**src/rtl/tmr_pkg.sv**
```systemverilog
package tmr_pkg;

    typedef enum logic [2:0] {
        MD_TERM    = 3'd0,
        MD_ONESHOT = 3'd1,
        MD_RATE    = 3'd2,
        MD_SQUARE  = 3'd3,
        MD_SWSTB   = 3'd4,
        MD_HWSTB   = 3'd5
    } tmr_mode_e;

    typedef struct packed {
        tmr_mode_e mode;
        logic      bcd;
    } tmr_cfg_t;

    // Bit 2 is a don't-care for the two divider behaviours.
    function automatic tmr_mode_e decode_mode(input logic [2:0] code);
        tmr_mode_e m;
        casez (code)
            3'b000:  m = MD_TERM;
            3'b001:  m = MD_ONESHOT;
            3'b?10:  m = MD_RATE;
            3'b?11:  m = MD_SQUARE;
            3'b100:  m = MD_SWSTB;
            default: m = MD_HWSTB;
        endcase
        return m;
    endfunction

    function automatic logic is_gate_triggered(input tmr_mode_e m);
        return (m == MD_ONESHOT) || (m == MD_HWSTB);
    endfunction

endpackage

```
**src/rtl/tmr_gate_edge.sv**
```systemverilog
module tmr_gate_edge (
    input  logic clk,
    input  logic rst,
    input  logic gate_i,
    output logic rise_o
);
    logic gate_q;

    always_ff @(posedge clk) begin
        if (rst) gate_q <= 1'b0;
        else     gate_q <= gate_i;
    end

    assign rise_o = gate_i & ~gate_q;

endmodule

```
**src/rtl/tmr_decr.sv**
```systemverilog
// Subtract one from the count, either as a binary number or as packed decimal digits.
module tmr_decr #(
    parameter int CNT_W = 16
) (
    input  logic [CNT_W-1:0] val_i,
    input  logic             bcd_i,
    output logic [CNT_W-1:0] res_o
);
    localparam int DIGITS = CNT_W / 4;

    logic [CNT_W-1:0] dec_res;

    for (genvar d = 0; d < DIGITS; d++) begin : g_dig
        localparam logic [CNT_W-1:0] LOW_MASK = (CNT_W'(1) << (4 * d)) - CNT_W'(1);
        logic [3:0] dv;
        logic       borrow_in;

        assign dv        = val_i[4*d +: 4];
        // A digit takes a borrow when every digit below it is zero.
        assign borrow_in = ((val_i & LOW_MASK) == '0);
        assign dec_res[4*d +: 4] = !borrow_in   ? dv :
                                   (dv == 4'd0) ? 4'd9 : dv - 4'd1;

        always_comb begin
            if (bcd_i && (dv <= 4'd9)) begin
                AST_BCD_DIGIT_RANGE: assert (dec_res[4*d +: 4] <= 4'd9);
            end
        end
    end

    assign res_o = bcd_i ? dec_res : (val_i - CNT_W'(1));

endmodule

```
**src/rtl/tmr_half.sv**
```systemverilog
// Give floor(N/2) for the square wave, in binary or in packed decimal; a count of 0 stands for full scale.
module tmr_half #(
    parameter int CNT_W = 16
) (
    input  logic [CNT_W-1:0] val_i,
    input  logic             bcd_i,
    output logic [CNT_W-1:0] half_o
);
    localparam int DIGITS = CNT_W / 4;

    logic [CNT_W-1:0] dec_half;

    for (genvar d = 0; d < DIGITS; d++) begin : g_dig
        logic [3:0] dv;
        assign dv = val_i[4*d +: 4];
        if (d == DIGITS - 1) begin : g_top
            assign dec_half[4*d +: 4] = {1'b0, dv[3:1]};
        end else begin : g_low
            // An odd digit above passes ten down, which halves to five.
            assign dec_half[4*d +: 4] = {1'b0, dv[3:1]} + (val_i[4*d+4] ? 4'd5 : 4'd0);
        end
    end

    always_comb begin
        if (val_i == '0)
            half_o = bcd_i ? {4'd5, {(CNT_W-4){1'b0}}} : {1'b1, {(CNT_W-1){1'b0}}};
        else
            half_o = bcd_i ? dec_half : (val_i >> 1);
    end

endmodule

```
**src/rtl/tmr_core.sv**
```systemverilog
module tmr_core
    import tmr_pkg::*;
#(
    parameter int CNT_W = 16
) (
    input  logic             clk,
    input  logic             rst,
    input  logic             tick_i,
    input  logic             gate_i,
    input  logic             gate_rise_i,
    input  logic             mode_we_i,
    input  tmr_cfg_t         cfg_i,
    input  logic             count_we_i,
    input  logic [CNT_W-1:0] count_i,
    input  logic [CNT_W-1:0] cnt_dec_i,
    input  logic [CNT_W-1:0] reload_half_i,
    output logic [CNT_W-1:0] cnt_o,
    output logic [CNT_W-1:0] reload_o,
    output logic             bcd_o,
    output logic             out_o,
    output logic             loaded_o
);
    localparam logic [CNT_W-1:0] ONE = CNT_W'(1);

    tmr_cfg_t         cfg_q;
    logic [CNT_W-1:0] cnt_q;
    logic [CNT_W-1:0] reload_q;
    logic             out_q;
    logic             armed_q;
    logic             run_q;
    logic             trig_q;
    logic             loaded_q;

    logic             at_one;
    logic             no_write;
    logic [CNT_W-1:0] wrap_val;
    logic             sq_level;
    logic             trig_set;

    assign at_one   = (cnt_q == ONE);
    assign no_write = !mode_we_i && !count_we_i;
    assign wrap_val = at_one ? reload_q : cnt_dec_i;
    assign sq_level = (wrap_val == '0) || (wrap_val > reload_half_i);
    assign trig_set = gate_rise_i && armed_q && is_gate_triggered(cfg_q.mode);

    always_ff @(posedge clk) begin
        if (rst) begin
            cfg_q    <= '{mode: MD_TERM, bcd: 1'b0};
            cnt_q    <= '0;
            reload_q <= '0;
            out_q    <= 1'b1;
            armed_q  <= 1'b0;
            run_q    <= 1'b0;
            trig_q   <= 1'b0;
            loaded_q <= 1'b0;
        end else begin
            loaded_q <= count_we_i && !mode_we_i;
            if (mode_we_i) begin
                cfg_q   <= cfg_i;
                armed_q <= 1'b0;
                run_q   <= 1'b0;
                trig_q  <= 1'b0;
                out_q   <= (cfg_i.mode != MD_TERM);
            end else if (count_we_i) begin
                reload_q <= count_i;
                cnt_q    <= count_i;
                armed_q  <= 1'b1;
                run_q    <= 1'b0;
                trig_q   <= 1'b0;
                case (cfg_q.mode)
                    MD_TERM:                      out_q <= 1'b0;
                    MD_RATE, MD_SQUARE, MD_SWSTB: out_q <= 1'b1;
                    default:                      out_q <= out_q;
                endcase
            end else begin
                trig_q <= (trig_q && !tick_i) || trig_set;
                if (tick_i) begin
                    case (cfg_q.mode)
                        MD_TERM: begin
                            if (armed_q && gate_i) begin
                                cnt_q <= cnt_dec_i;
                                if (at_one) out_q <= 1'b1;
                            end
                        end
                        MD_ONESHOT: begin
                            if (trig_q) begin
                                cnt_q <= reload_q;
                                out_q <= 1'b0;
                                run_q <= 1'b1;
                            end else if (run_q) begin
                                cnt_q <= cnt_dec_i;
                                if (at_one) begin
                                    out_q <= 1'b1;
                                    run_q <= 1'b0;
                                end
                            end
                        end
                        MD_RATE: begin
                            if (armed_q && gate_i) begin
                                cnt_q <= wrap_val;
                                out_q <= (wrap_val != ONE);
                            end
                        end
                        MD_SQUARE: begin
                            if (armed_q && gate_i) begin
                                cnt_q <= wrap_val;
                                out_q <= sq_level;
                            end
                        end
                        MD_SWSTB: begin
                            if (!out_q) begin
                                out_q <= 1'b1;
                            end else if (armed_q && gate_i) begin
                                cnt_q <= cnt_dec_i;
                                if (at_one) begin
                                    out_q   <= 1'b0;
                                    armed_q <= 1'b0;
                                end
                            end
                        end
                        default: begin
                            if (!out_q) out_q <= 1'b1;
                            if (trig_q) begin
                                cnt_q <= reload_q;
                                run_q <= 1'b1;
                            end else if (run_q) begin
                                cnt_q <= cnt_dec_i;
                                if (at_one) begin
                                    out_q <= 1'b0;
                                    run_q <= 1'b0;
                                end
                            end
                        end
                    endcase
                end
            end
        end
    end

    assign cnt_o    = cnt_q;
    assign reload_o = reload_q;
    assign bcd_o    = cfg_q.bcd;
    assign out_o    = out_q;
    assign loaded_o = loaded_q;

    AST_IDLE_NO_COUNT: assert property (@(posedge clk) disable iff (rst)
        (!armed_q && !count_we_i) |=> $stable(cnt_q));

    AST_TERM_HOLDS_HIGH: assert property (@(posedge clk) disable iff (rst)
        (cfg_q.mode == MD_TERM && out_q && no_write) |=> out_q);

    AST_ONESHOT_TRIG_LOW: assert property (@(posedge clk) disable iff (rst)
        (cfg_q.mode == MD_ONESHOT && trig_q && tick_i && no_write) |=> !out_q);

    AST_RATE_ONE_TICK_LOW: assert property (@(posedge clk) disable iff (rst)
        (cfg_q.mode == MD_RATE && armed_q && !out_q && tick_i && gate_i && no_write
         && reload_q != ONE) |=> out_q);

    AST_SWSTB_ONE_TICK_LOW: assert property (@(posedge clk) disable iff (rst)
        (cfg_q.mode == MD_SWSTB && !out_q && tick_i && no_write) |=> out_q);

    AST_HWSTB_ONE_TICK_LOW: assert property (@(posedge clk) disable iff (rst)
        (cfg_q.mode == MD_HWSTB && !out_q && tick_i && no_write) |=> out_q);

endmodule

```
**src/rtl/tmr_channel.sv**
```systemverilog
module tmr_channel
    import tmr_pkg::*;
#(
    parameter int CNT_W = 16
) (
    input  logic             clk,
    input  logic             rst,
    input  logic             tick_i,
    input  logic             gate_i,
    input  logic             mode_we_i,
    input  logic [2:0]       mode_code_i,
    input  logic             bcd_sel_i,
    input  logic             count_we_i,
    input  logic [CNT_W-1:0] count_i,
    output logic             out_o,
    output logic             loaded_o
);
    tmr_cfg_t         cfg_in;
    logic             gate_rise;
    logic [CNT_W-1:0] cnt;
    logic [CNT_W-1:0] cnt_dec;
    logic [CNT_W-1:0] reload;
    logic [CNT_W-1:0] reload_half;
    logic             bcd;

    assign cfg_in.mode = decode_mode(mode_code_i);
    assign cfg_in.bcd  = bcd_sel_i;

    tmr_gate_edge u_gate (
        .clk    (clk),
        .rst    (rst),
        .gate_i (gate_i),
        .rise_o (gate_rise)
    );

    tmr_decr #(.CNT_W(CNT_W)) u_decr (
        .val_i (cnt),
        .bcd_i (bcd),
        .res_o (cnt_dec)
    );

    tmr_half #(.CNT_W(CNT_W)) u_half (
        .val_i  (reload),
        .bcd_i  (bcd),
        .half_o (reload_half)
    );

    tmr_core #(.CNT_W(CNT_W)) u_core (
        .clk           (clk),
        .rst           (rst),
        .tick_i        (tick_i),
        .gate_i        (gate_i),
        .gate_rise_i   (gate_rise),
        .mode_we_i     (mode_we_i),
        .cfg_i         (cfg_in),
        .count_we_i    (count_we_i),
        .count_i       (count_i),
        .cnt_dec_i     (cnt_dec),
        .reload_half_i (reload_half),
        .cnt_o         (cnt),
        .reload_o      (reload),
        .bcd_o         (bcd),
        .out_o         (out_o),
        .loaded_o      (loaded_o)
    );

    AST_LOADED_STROBE: assert property (@(posedge clk) disable iff (rst)
        (count_we_i && !mode_we_i) |=> loaded_o);

endmodule

```
**config.mk**
```make
export PLATFORM = sky130hd
export DESIGN_NAME = tmr_channel
export DESIGN_NICKNAME = d
export VERILOG_FILES = /design/src/rtl/tmr_pkg.sv /design/src/rtl/tmr_gate_edge.sv /design/src/rtl/tmr_decr.sv /design/src/rtl/tmr_half.sv /design/src/rtl/tmr_core.sv /design/src/rtl/tmr_channel.sv
export SDC_FILE = /design/constraint.sdc
export NUM_CORES = 1
export LEC_CHECK = 0
export BUFFER_PORTS_ARGS = -buffer_cell sky130_fd_sc_hd__buf_2
export CORE_UTILIZATION = 61
export DETAILED_ROUTE_END_ITERATION = 8
export PLACE_DENSITY = 0.91
export SETUP_SLACK_MARGIN = 0.1
export SLEW_MARGIN = 25
export SYNTH_ARGS = -nofsm -noshare
export SYNTH_HDL_FRONTEND = slang
export SYNTH_SLANG_ARGS = --single-unit
```
**constraint.sdc**
```tcl
create_clock -name clk -period 3.9 [get_ports clk]
set_clock_uncertainty 0.05 [all_clocks]
set_input_delay 0 -clock clk [delete_from_list [all_inputs] [get_ports clk]]
set_output_delay 0 -clock clk [all_outputs]
set_load 0.02 [all_outputs]
```
==> metrics.csv, run 1 <==
metric,value,unit
status,finished clean,
Critical Path Start Type,flip-flop,
CP max stage delay,0.75,ns
FF-to-FF Start,u_core.cnt_o[1],
drt drc,0,
Setup TNS,0,ns
Iter 0 DRT Violations,384,
top sig layer,met4,
largest fanout on the critical path,8,
Worst EP required,4.04,ns
Worst EP arrival,3.73,ns
largest cells by area after synthesis,"dfxtp_1 23%, ha_1 9.4%, nand2_1 8.0%",
Root Driver,clkbuf_8,
die area,6210,um2
Reg2Reg Setup Slack,0.30,ns
postcts setup bufs,0,
Yosys cell types,62,
Fin. Hold Viols,0,
CP endpoint,u_core.out_o,
Total Power,0.00150,W
Final Hold Slack,0.0167,ns
Setup Viol. Count Final,0,
clk_lat worst skew,0.31,ns
PwrDens,360,nW/um2
"Top cell by count, worst path",nor2_1,
r2r worst-path depth,14,
min-delay worst type,primary input to flip-flop,
Worst Setup SP,u_core.cnt_o[1],
Yosys warning count,0,
final worst slack,0.305,ns
Total Nets Final,577,
final count of pins violating max slew,0,
syn nets,539,
VDD IR max,0.216,mV
highest-count cells in the layout ignoring fill and taps,"77 x nand2_1, 53 x nor2_1, 45 x a21oi_1",
fmax,0.278,GHz
final antenna-violating net count,0,
initial antenna violation count,0,
DPL Wire Length,7600,um
# IOs,28,
critical path class,flip-flop to flip-flop,
fillers,448,
worst slew pin tran,0.865,ns
"Cell Area, Synth",3600,um2
crit-path cells,inv_1 -> ha_1 -> or4b_2 -> o41ai_1 -> o41ai_2 -> nor2_1 -> nor2_1 -> ha_1 -> nand4_1 -> nor2_1 -> nand3_1 -> or4_1 -> nand3_1 -> a32oi_1,
vias in the first global route,3731,
sequential area share after synthesis,0.234,
Detail Route met2 WL,5100,um
row cnt,27,
largest area contributor in the netlist,dfxtp_1,
"FF+latch count, synth",42,
final design utilization,0.741,
CTS Buf Count,5,
"most common cell after layout, fill and taps aside",nand2_1,
Clock transition at path regs,0.09,ns
end of the worst register-to-register path,u_core.out_o,
drt via density,6.53,
Die Y,78.8,um
crit path time final,3.60,ns
IO buf count,27,
asr flop ratio synth,0,
H-tree depth,2,
Core ar.,5610,um2
Syn-to-layout area delta,15.5,%
CTS tree,built,
RSZ-0062 raised after global routing,no,
slew margin rel.,0.421,
Synth Flop Type,dfxtp_1,
grt ovf,0,
syn_area_per_cell,7.40,um2
Clock Path Buffers,2,
top cell type's share of synthesized area,0.234,
global-route wire length before repair,17900,um
crit share post-route,0.922,
overall global routing resource usage,0.371,
drt wl/cell,18.0,um
MaxCap Viol Count,0,
DRT met1 WL,4340,um
1st-pass router iterations,6,
Post-Synthesis Cells,486,
largest net degree at the start of global routing,41,
CP Capture Type,flip-flop,
Die X,78.8,um
DRT Wirelength,10800,um
Static Leak,1.65,nW
"EDFF count, synth",0,
# diodes,0,
"worst slack, placed",0.187,ns
layout cells sized above 1,0.152,
via count,3897,
met3 WL,855,um
Initial Util,0.641,
slowest CP cell,or4b_2,
Sink Count,42,
Final GP Congestion,1.01,
==> routing by layer <==
layer,global-route usage,vias up
met5,0,-
met4,0.172,0
met3,0.0736,45
met2,0.637,214
met1,0.441,1792
li1,-,1846
==> what timing repair did <==
item                                    4_1_cts  5_1_grt
resized for setup                             0        6
endpoints found under the setup margin        0        1
endpoints found under the hold margin        23        0
hold buffers                                 21        0
==> final cells by class <==
| type | count | area, um2 | share of cell area |
|---|---|---|---|
| Clock buffer | 5 | 68.8 | 0.0166 |
| Clock inverter | 3 | 68.8 | 0.0166 |
| Inverter | 15 | 56.3 | 0.0136 |
| Multi-Input combinational cell | 399 | 2580 | 0.622 |
| Sequential cell | 42 | 842 | 0.203 |
| Tap cell | 72 | 90.1 | 0.0217 |
| Timing Repair Buffer | 61 | 443 | 0.107 |
==> logic make-up (layout without fill, tap and decap cells) <==
| group | count (synthesis) | in the layout | synth area share |
|---|---|---|---|
| xor gates and xnor gates | 5 | 5 | 0.0122 |
| DFF | 42 | 42 | 0.234 |
| adders and majority gates | 27 | 27 | 0.0939 |
| and+or+nand+nor | 207 | 207 | 0.286 |
| AOI/OAI and AO/OA | 128 | 128 | 0.227 |
| muxes | 32 | 32 | 0.0943 |
| buffers and inverters | 45 | 84 | 0.0532 |
==> cell usage after synthesis (2+ instances only) <==
library cell,count
o211ai_1,14
a21o_1,3
ha_1,27
and2_1,2
nor4_1,7
a2111oi_0,2
nor3_1,13
nand3_1,7
o311ai_0,3
xnor2_1,3
nand4_1,5
nand2_1,77
xor2_1,2
nor2b_1,6
and3_1,2
a32oi_1,2
a31oi_1,6
mux2_2,11
o41ai_1,2
or4b_2,4
nand2b_1,5
a21oi_1,45
buf_6,3
or4_1,5
clkbuf_1,25
nand4b_1,2
inv_1,15
or3_1,4
a211oi_1,14
mux2i_1,20
o31ai_1,2
o21ai_0,23
nor2_1,54
buf_1,2
dfxtp_1,42
==> critical path: cells and delay by family (launching register included) <==
| family | cells | cell delay, ns |
|---|---|---|
| DFF | 1 | 0.37 |
| and+or+nand+nor | 8 | 1.89 |
| adders and majority gates | 2 | 0.46 |
| AOI/OAI and AO/OA | 3 | 0.59 |
| buffers and inverters | 1 | 0.10 |
==> how the worst min path moves through the flow <==
stage                     slack (ns)      start              to  cells past startpoint
after floorplan                 0.08     gate_i   u_gate.gate_q                      1
final                           0.02     tick_i    u_core.run_q                      3
after global routing            0.02     tick_i  u_core.armed_q                      3
after detailed placement        0.20  bcd_sel_i    u_core.bcd_o                      3
after CTS                      0.009     tick_i    u_core.run_q                      3
after global placement          0.19     gate_i   u_gate.gate_q                      2
==> power breakdown <==
group	internal, W	switching (W)	total, W
Combinational	0.000245	0.000326	0.000571
Sequential	0.000455	0.0000439	0.000499
Clock	0.000257	0.000170	0.000427
==> per-stage QoR <==
stage               instance area (um2)  cells
floorplan                          3600    486
global placement                   3790    568
detailed placement                 3790    568
CTS                                4130    597
global route                       4150    597
finish                             4150    597
No activity file was read; power rests on OpenSTA's default activity.
==> inputs of run 2 (changes only) <==
CTS_BUF_LIST = sky130_fd_sc_hd__clkbuf_16   (was not set)
==> run 2 against run 1 <==
- highest routed layer unchanged
- global-route usage rose by 0.24 points
- critical path type unchanged
- hold slack better by 0.010 ns
- largest cell class unchanged
- power rose by 8.8%
- combinational power is 0.9% higher
- routed wire length up 2.5%
- via count rose by 1.1%
- setup slack worse by 0.012 ns
- die area did not move
==> metrics.csv, run 2 (same netlist as run 1, synthesis figures left out) <==
metric,value,unit,change
status,finished clean,,unchanged
Area after DPL,3790,um2,unchanged
slew margin rel.,0.423,,was 0.421
Setup Viol. Count Final,0,,unchanged
Clock Path Buffers,2,,unchanged
Sink Count,42,,unchanged
postcts setup bufs,0,,unchanged
# diodes,0,,unchanged
clk_lat worst skew,0.29,ns,was 0.31 ns
DPL Wire Length,7600,um,unchanged
drt drc,0,,unchanged
drt via density,6.60,,was 6.53
VDD IR max,0.217,mV,was 0.216 mV
CP Capture Type,flip-flop,,unchanged
Clock transition at path regs,0.07,ns,was 0.09 ns
critical path class,flip-flop to flip-flop,,unchanged
DRT Wirelength,11000,um,was 10800 um
final antenna-violating net count,0,,unchanged
initial antenna violation count,0,,unchanged
MaxCap Viol Count,0,,unchanged
worst slew pin tran,0.863,ns,was 0.865 ns
row cnt,27,,unchanged
CTS tree,built,,unchanged
Root Driver,clkbuf_16,,was clkbuf_8
"worst slack, placed",0.187,ns,unchanged
global-route wire length before repair,18100,um,was 17900 um
layout cells sized above 1,0.152,,unchanged
Total Nets Final,577,,unchanged
# IOs,28,,unchanged
Setup TNS,0,ns,unchanged
vias in the first global route,3786,,was 3731
1st-pass router iterations,8,,was 6
via count,3941,,was 3897
Seq. cell area,842,um2,unchanged
Fin. Hold Viols,0,,unchanged
Final GP Congestion,1.01,,unchanged
IO buf count,27,,unchanged
multi-input logic area,2580,um2,unchanged
final count of pins violating max slew,0,,unchanged
Static Leak,1.68,nW,was 1.65 nW
die area,6210,um2,unchanged
final design utilization,0.751,,was 0.741
largest net degree at the start of global routing,41,,unchanged
CTS Buf Count,5,,unchanged
Iter 0 DRT Violations,382,,was 384
drt wl/cell,18.5,um,was 18.0 um
fmax,0.277,GHz,was 0.278 GHz
highest-count cells in the layout ignoring fill and taps,"77 x nand2_1, 53 x nor2_1, 45 x a21oi_1",,unchanged
crit share post-route,0.925,,was 0.922
overall global routing resource usage,0.373,,was 0.371
Initial Util,0.641,,unchanged
Core ar.,5610,um2,unchanged
Critical Path Start Type,flip-flop,,unchanged
crit path time final,3.61,ns,was 3.60 ns
"most common cell after layout, fill and taps aside",nand2_1,,unchanged
PwrDens,387,nW/um2,was 360 nW/um2
fillers,442,,was 448
Die Y,78.8,um,unchanged
min-delay worst type,primary input to flip-flop,,unchanged
Worst EP arrival,3.72,ns,was 3.73 ns
Worst EP required,4.02,ns,was 4.04 ns
RSZ-0062 raised after global routing,no,,unchanged
Die X,78.8,um,unchanged
Final Hold Slack,0.0268,ns,was 0.0167 ns
post-route cell area,4210,um2,was 4150 um2
Syn-to-layout area delta,17.1,%,was 15.5%
largest fanout on the critical path,8,,unchanged
grt ovf,0,,unchanged
H-tree depth,2,,unchanged
final worst slack,0.293,ns,was 0.305 ns
run 2: cell types whose count changed in the layout (fill, tap and decap cells not counted):
cell and delta:
clkbuf_16 +5, clkbuf_8 -5
run 2: final timing paths:
check                       from                   to  slack [ns]  depth (start not counted)
max              u_core.cnt_o[1]         u_core.out_o        0.29                         14
max reg2reg      u_core.cnt_o[1]         u_core.out_o        0.29                         14
min reg2reg  u_core.reload_o[14]  u_core.reload_o[14]        0.46                          2
min                       tick_i         u_core.run_q        0.03                          3
run 2: through the flow:
| step | total power (W) | instances |
|---|---|---|
| 2_1_floorplan | 0.000894 | 486 |
| 3_3_place_gp | 0.00102 | 568 |
| 3_5_place_dp | 0.00103 | 568 |
| 4_1_cts | 0.00160 | 597 |
| 5_1_grt | 0.00172 | 597 |
| 6_report | 0.00163 | 597 |
run 2: worst max-delay path: stages (launching register included):
cell     delay (ns)
dfxtp_1        0.36
inv_1          0.10
ha_1           0.16
or4b_2         0.74
o41ai_1        0.34
o41ai_2        0.18
nor2_1         0.13
nor2_1         0.06
ha_1           0.29
nand4_1        0.10
nor2_1         0.13
nand3_1        0.12
or4_1          0.53
nand3_1        0.10
a32oi_1        0.08
run 2: layout make-up:
cell class                 count  area share
multi-input combinational    399       0.614
inverter                      15      0.0134
sequential                    42       0.200
tap                           72      0.0214
clock buffer                   5      0.0297
clock inverter                 3      0.0163
timing repair buffer          61       0.105
run 2: what timing repair did:
item,CTS,global route
setup endpoints to repair,0,1
gates resized for setup,0,6
hold buffers,21,0
hold endpoints to repair,23,0
run 2: metal layers:
metal,track usage,vias up,share of wire
li1,-,1845,-
met1,0.445,1802,0.40
met2,0.646,244,0.48
met3,0.0713,50,0.080
met4,0.163,0,0.043
met5,0,-,0
run 2: report_power, final:
group | internal, W | switching (W) | total, W
registers | 0.000455 | 0.0000449 | 0.000500
logic | 0.000245 | 0.000332 | 0.000576
clock network | 0.000368 | 0.000184 | 0.000552
total | 0.00107 | 0.000560 | 0.00163
==> inputs of run 3 (changes only) <==
ABC_AREA = 1   (was not set)
CORE_UTILIZATION = 62   (was 61)
PLACE_DENSITY = 0.92   (was 0.91)
==> run 3 against run 2 <==
- critical endpoint unchanged
- global-route usage is 5.8 points higher
- highest routed layer unchanged
- core utilization fell by 2.8 points
- die area is 10% higher
- via count rose by 26%
- non-clock buffer count is 6 lower
- sequential share of layout area decreased by 1.6 points
- synthesized cell count grew 33%
- setup slack better by 0.31 ns
- hold slack got worse by 0.013 ns
- maximum frequency increased by 9.4%
- power increased by 11%
==> metrics.csv, run 3 <==
metric,value,unit,change
status,finished clean,,unchanged
min-delay worst type,primary input to flip-flop,,unchanged
Die Y,82.8,um,was 78.8 um
largest fanout on the critical path,12,,was 8
initial antenna violation count,0,,unchanged
crit-path cells,inv_1 -> ha_1 -> nand2_4 -> nor2_4 -> nand4_1 -> nand3_1 -> nand3_1 -> nand2_2 -> inv_1 -> ha_1 -> nand2_1 -> inv_1 -> nand3_1 -> nor3_1 -> o21ai_0 -> o2111ai_1 -> nand2_1 -> nand2_1 -> nand2_1 -> nand2_1 -> nand2_1 -> nand2_1 -> nand2_1 -> nand2_1,,was inv_1 -> ha_1 -> or4b_2 -> o41ai_1 -> o41ai_2 -> nor2_1 -> nor2_1 -> ha_1 -> nand4_1 -> nor2_1 -> nand3_1 -> or4_1 -> nand3_1 -> a32oi_1
Clock Path Buffers,2,,unchanged
vias in the first global route,4524,,was 3786
Setup Viol. Count Final,0,,unchanged
sequential area share after synthesis,0.208,,was 0.234
slowest CP cell,nor2_4,,was or4b_2
switching share of power,0.449,,was 0.344
most instantiated library cell after synthesis,nand2_1,,unchanged
Worst EP arrival,3.48,ns,was 3.72 ns
multi-input logic area,2800,um2,was 2580 um2
top cell type's share of synthesized area,0.208,,was 0.234
MaxCap Viol Count,0,,unchanged
Clock power frac,0.232,,was 0.339
overall global routing resource usage,0.431,,was 0.373
worst slew pin tran,0.982,ns,was 0.863 ns
# IOs,28,,unchanged
Root Driver,clkbuf_16,,unchanged
final antenna-violating net count,0,,unchanged
CP max stage delay,0.36,ns,was 0.74 ns
drt wl/cell,18.6,um,was 18.5 um
largest net degree at the start of global routing,31,,was 41
DPL Wire Length,10100,um,was 7600 um
via count,4960,,was 3941
Setup TNS,0,ns,unchanged
"FF+latch count, synth",42,,unchanged
die area,6850,um2,was 6210 um2
"EDFF count, synth",0,,unchanged
CTS Buf Count,5,,unchanged
grt ovf,0,,unchanged
1st-pass router iterations,6,,was 8
Clock transition at path regs,0.07,ns,about the same
Iter 0 DRT Violations,553,,was 382
Seq. cell area,841,um2,was 842 um2
Seq pwr share,0.275,,was 0.307
Yosys warning count,0,,unchanged
post-route cell area,4560,um2,was 4210 um2
CTS tree,built,,unchanged
final worst slack,0.603,ns,was 0.293 ns
asr flop ratio synth,0,,unchanged
"Cell Area, Synth",4040,um2,was 3600 um2
"most common cell after layout, fill and taps aside",nand2_1,,unchanged
Core ar.,6310,um2,was 5610 um2
clk_lat worst skew,0.29,ns,about the same
Reg2Reg Setup Slack,0.60,ns,was 0.29 ns
"Top cell by count, worst path",nand2_1,,was nor2_1
Total Nets Final,735,,was 577
drt via density,6.53,,was 6.60
RSZ-0062 raised after global routing,no,,unchanged
highest-count cells in the layout ignoring fill and taps,"159 x nand2_1, 73 x inv_1, 55 x a21oi_1",,"was 77 x nand2_1, 53 x nor2_1, 45 x a21oi_1"
syn nets,699,,was 539
VDD IR max,0.237,mV,was 0.217 mV
Area after DPL,4200,um2,was 3790 um2
DRT Wirelength,14100,um,was 11000 um
drt drc,0,,unchanged
Psw,0.000814,W,was 0.000560 W
critical path class,flip-flop to flip-flop,,unchanged
crit share post-route,0.845,,was 0.925
Worst EP required,4.09,ns,was 4.02 ns
fillers,584,,was 442
Syn-to-layout area delta,12.8,%,was 17.1%
Final GP Congestion,1.01,,about the same
Static Leak,2.10,nW,was 1.68 nW
# diodes,0,,unchanged
Initial Util,0.640,,was 0.641
global-route wire length before repair,21700,um,was 18100 um
postcts setup bufs,0,,unchanged
Final Hold Slack,0.0136,ns,was 0.0268 ns
Post-synth top cells,"159 x nand2_1, 73 x inv_1, 55 x a21oi_1",,"was 77 x nand2_1, 54 x nor2_1, 45 x a21oi_1"
syn_area_per_cell,6.26,um2,was 7.40 um2
Logic pwr share,0.493,,was 0.354
final count of pins violating max slew,0,,unchanged
Total Power,0.00182,W,was 0.00163 W
Fin. Hold Viols,0,,unchanged
slew margin rel.,0.344,,was 0.423
Sink Count,42,,unchanged
Post-Synthesis Cells,646,,was 486
PwrDens,398,nW/um2,was 387 nW/um2
layout cells sized above 1,0.119,,was 0.152
CP Capture Type,flip-flop,,unchanged
largest cells by area after synthesis,"dfxtp_1 21%, nand2_1 15%, ha_1 8.4%",,"was dfxtp_1 23%, ha_1 9.4%, nand2_1 8.0%"
Synth Flop Type,dfxtp_1,,unchanged
fmax,0.303,GHz,was 0.277 GHz
P_int,0.00100,W,was 0.00107 W
row cnt,29,,was 27
largest area contributor in the netlist,dfxtp_1,,unchanged
"worst slack, placed",0.631,ns,was 0.187 ns
Yosys cell types,42,,was 62
crit path time final,3.30,ns,was 3.61 ns
Critical Path Start Type,flip-flop,,unchanged
Die X,82.8,um,was 78.8 um
IO buf count,27,,unchanged
H-tree depth,2,,unchanged
-- run 3: changes by cell type after synthesis, sizes merged, moves of 8 or more --
cell	before	now
inv	15	74
nor3	14	6
o22ai	1	10
mux2	12	0
o21ai	23	55
mux2i	20	0
nand3	7	54
a211oi	15	6
nand2	79	174
nand4	5	14
nor4	9	0
a21oi	46	55
-- run 3: repair_timing --
action                                 CTS  global route
gates resized for setup                  0             0
endpoints found under the hold margin   24             0
hold buffers                            22             0
-- run 3: worst paths after layout --
kind,depth (start not counted),endpoint,from
worst max-delay path,24,u_core.out_o,u_core.cnt_o[0]
worst min-delay path,3,u_core.cnt_o[6],count_i[6]
worst max register to register,24,u_core.out_o,u_core.cnt_o[0]
worst min register to register,3,u_core.trig_q,u_gate.gate_q
-- run 3: metal layers --
layer | part of all wire | vias to the layer above | track usage
li1 | - | 2292 | -
met1 | 0.39 | 2233 | 0.528
met2 | 0.45 | 344 | 0.700
met3 | 0.10 | 91 | 0.0868
met4 | 0.056 | 0 | 0.240
met5 | 0 | - | 0
-- run 3: cell type report --
class | instances | area share
Multi-Input combinational cell | 504 | 0.615
Clock inverter | 3 | 0.00357
Inverter | 74 | 0.0609
Tap cell | 77 | 0.0211
Sequential cell | 42 | 0.184
Clock buffer | 5 | 0.0274
Timing Repair Buffer | 55 | 0.0878
-- run 3: power groups by stage --
stage | sequential (W) | combinational, W | clock (W)
finish | 0.000499 | 0.000896 | 0.000421
detailed placement | 0.000506 | 0.000845 | 0
CTS | 0.000497 | 0.000866 | 0.000416
global placement | 0.000504 | 0.000821 | 0
global route | 0.000502 | 0.000994 | 0.000429
floorplan | 0.000497 | 0.000650 | 0
-- run 3: worst max-delay path, delay by kind of cell (launching register included) --
kind | cells | cell delay, ns
AND/OR/NAND/NOR | 17 | 1.75
flip-flops | 1 | 0.34
AO/OA/AOI/OAI | 2 | 0.22
adder cells (fa/ha/maj) | 2 | 0.62
buffers and inverters | 3 | 0.25
-- run 3: cell families (layout without fill, tap and decap cells) --
logic type                 Yosys count  in the layout  synth area share
xor gates and xnor gates             2              2           0.00898
buffers and inverters              100            137            0.0984
AOI/OAI and AO/OA                  168            168             0.250
DFF                                 42             42             0.208
and+or+nand+nor                    307            307             0.351
adders and majority gates           27             27            0.0836
-- run 3: per-stage QoR --
step	instances	util
global placement	730	0.665
CTS	760	0.722
finish	760	0.722
detailed placement	730	0.665
floorplan	646	-
global route	760	0.722
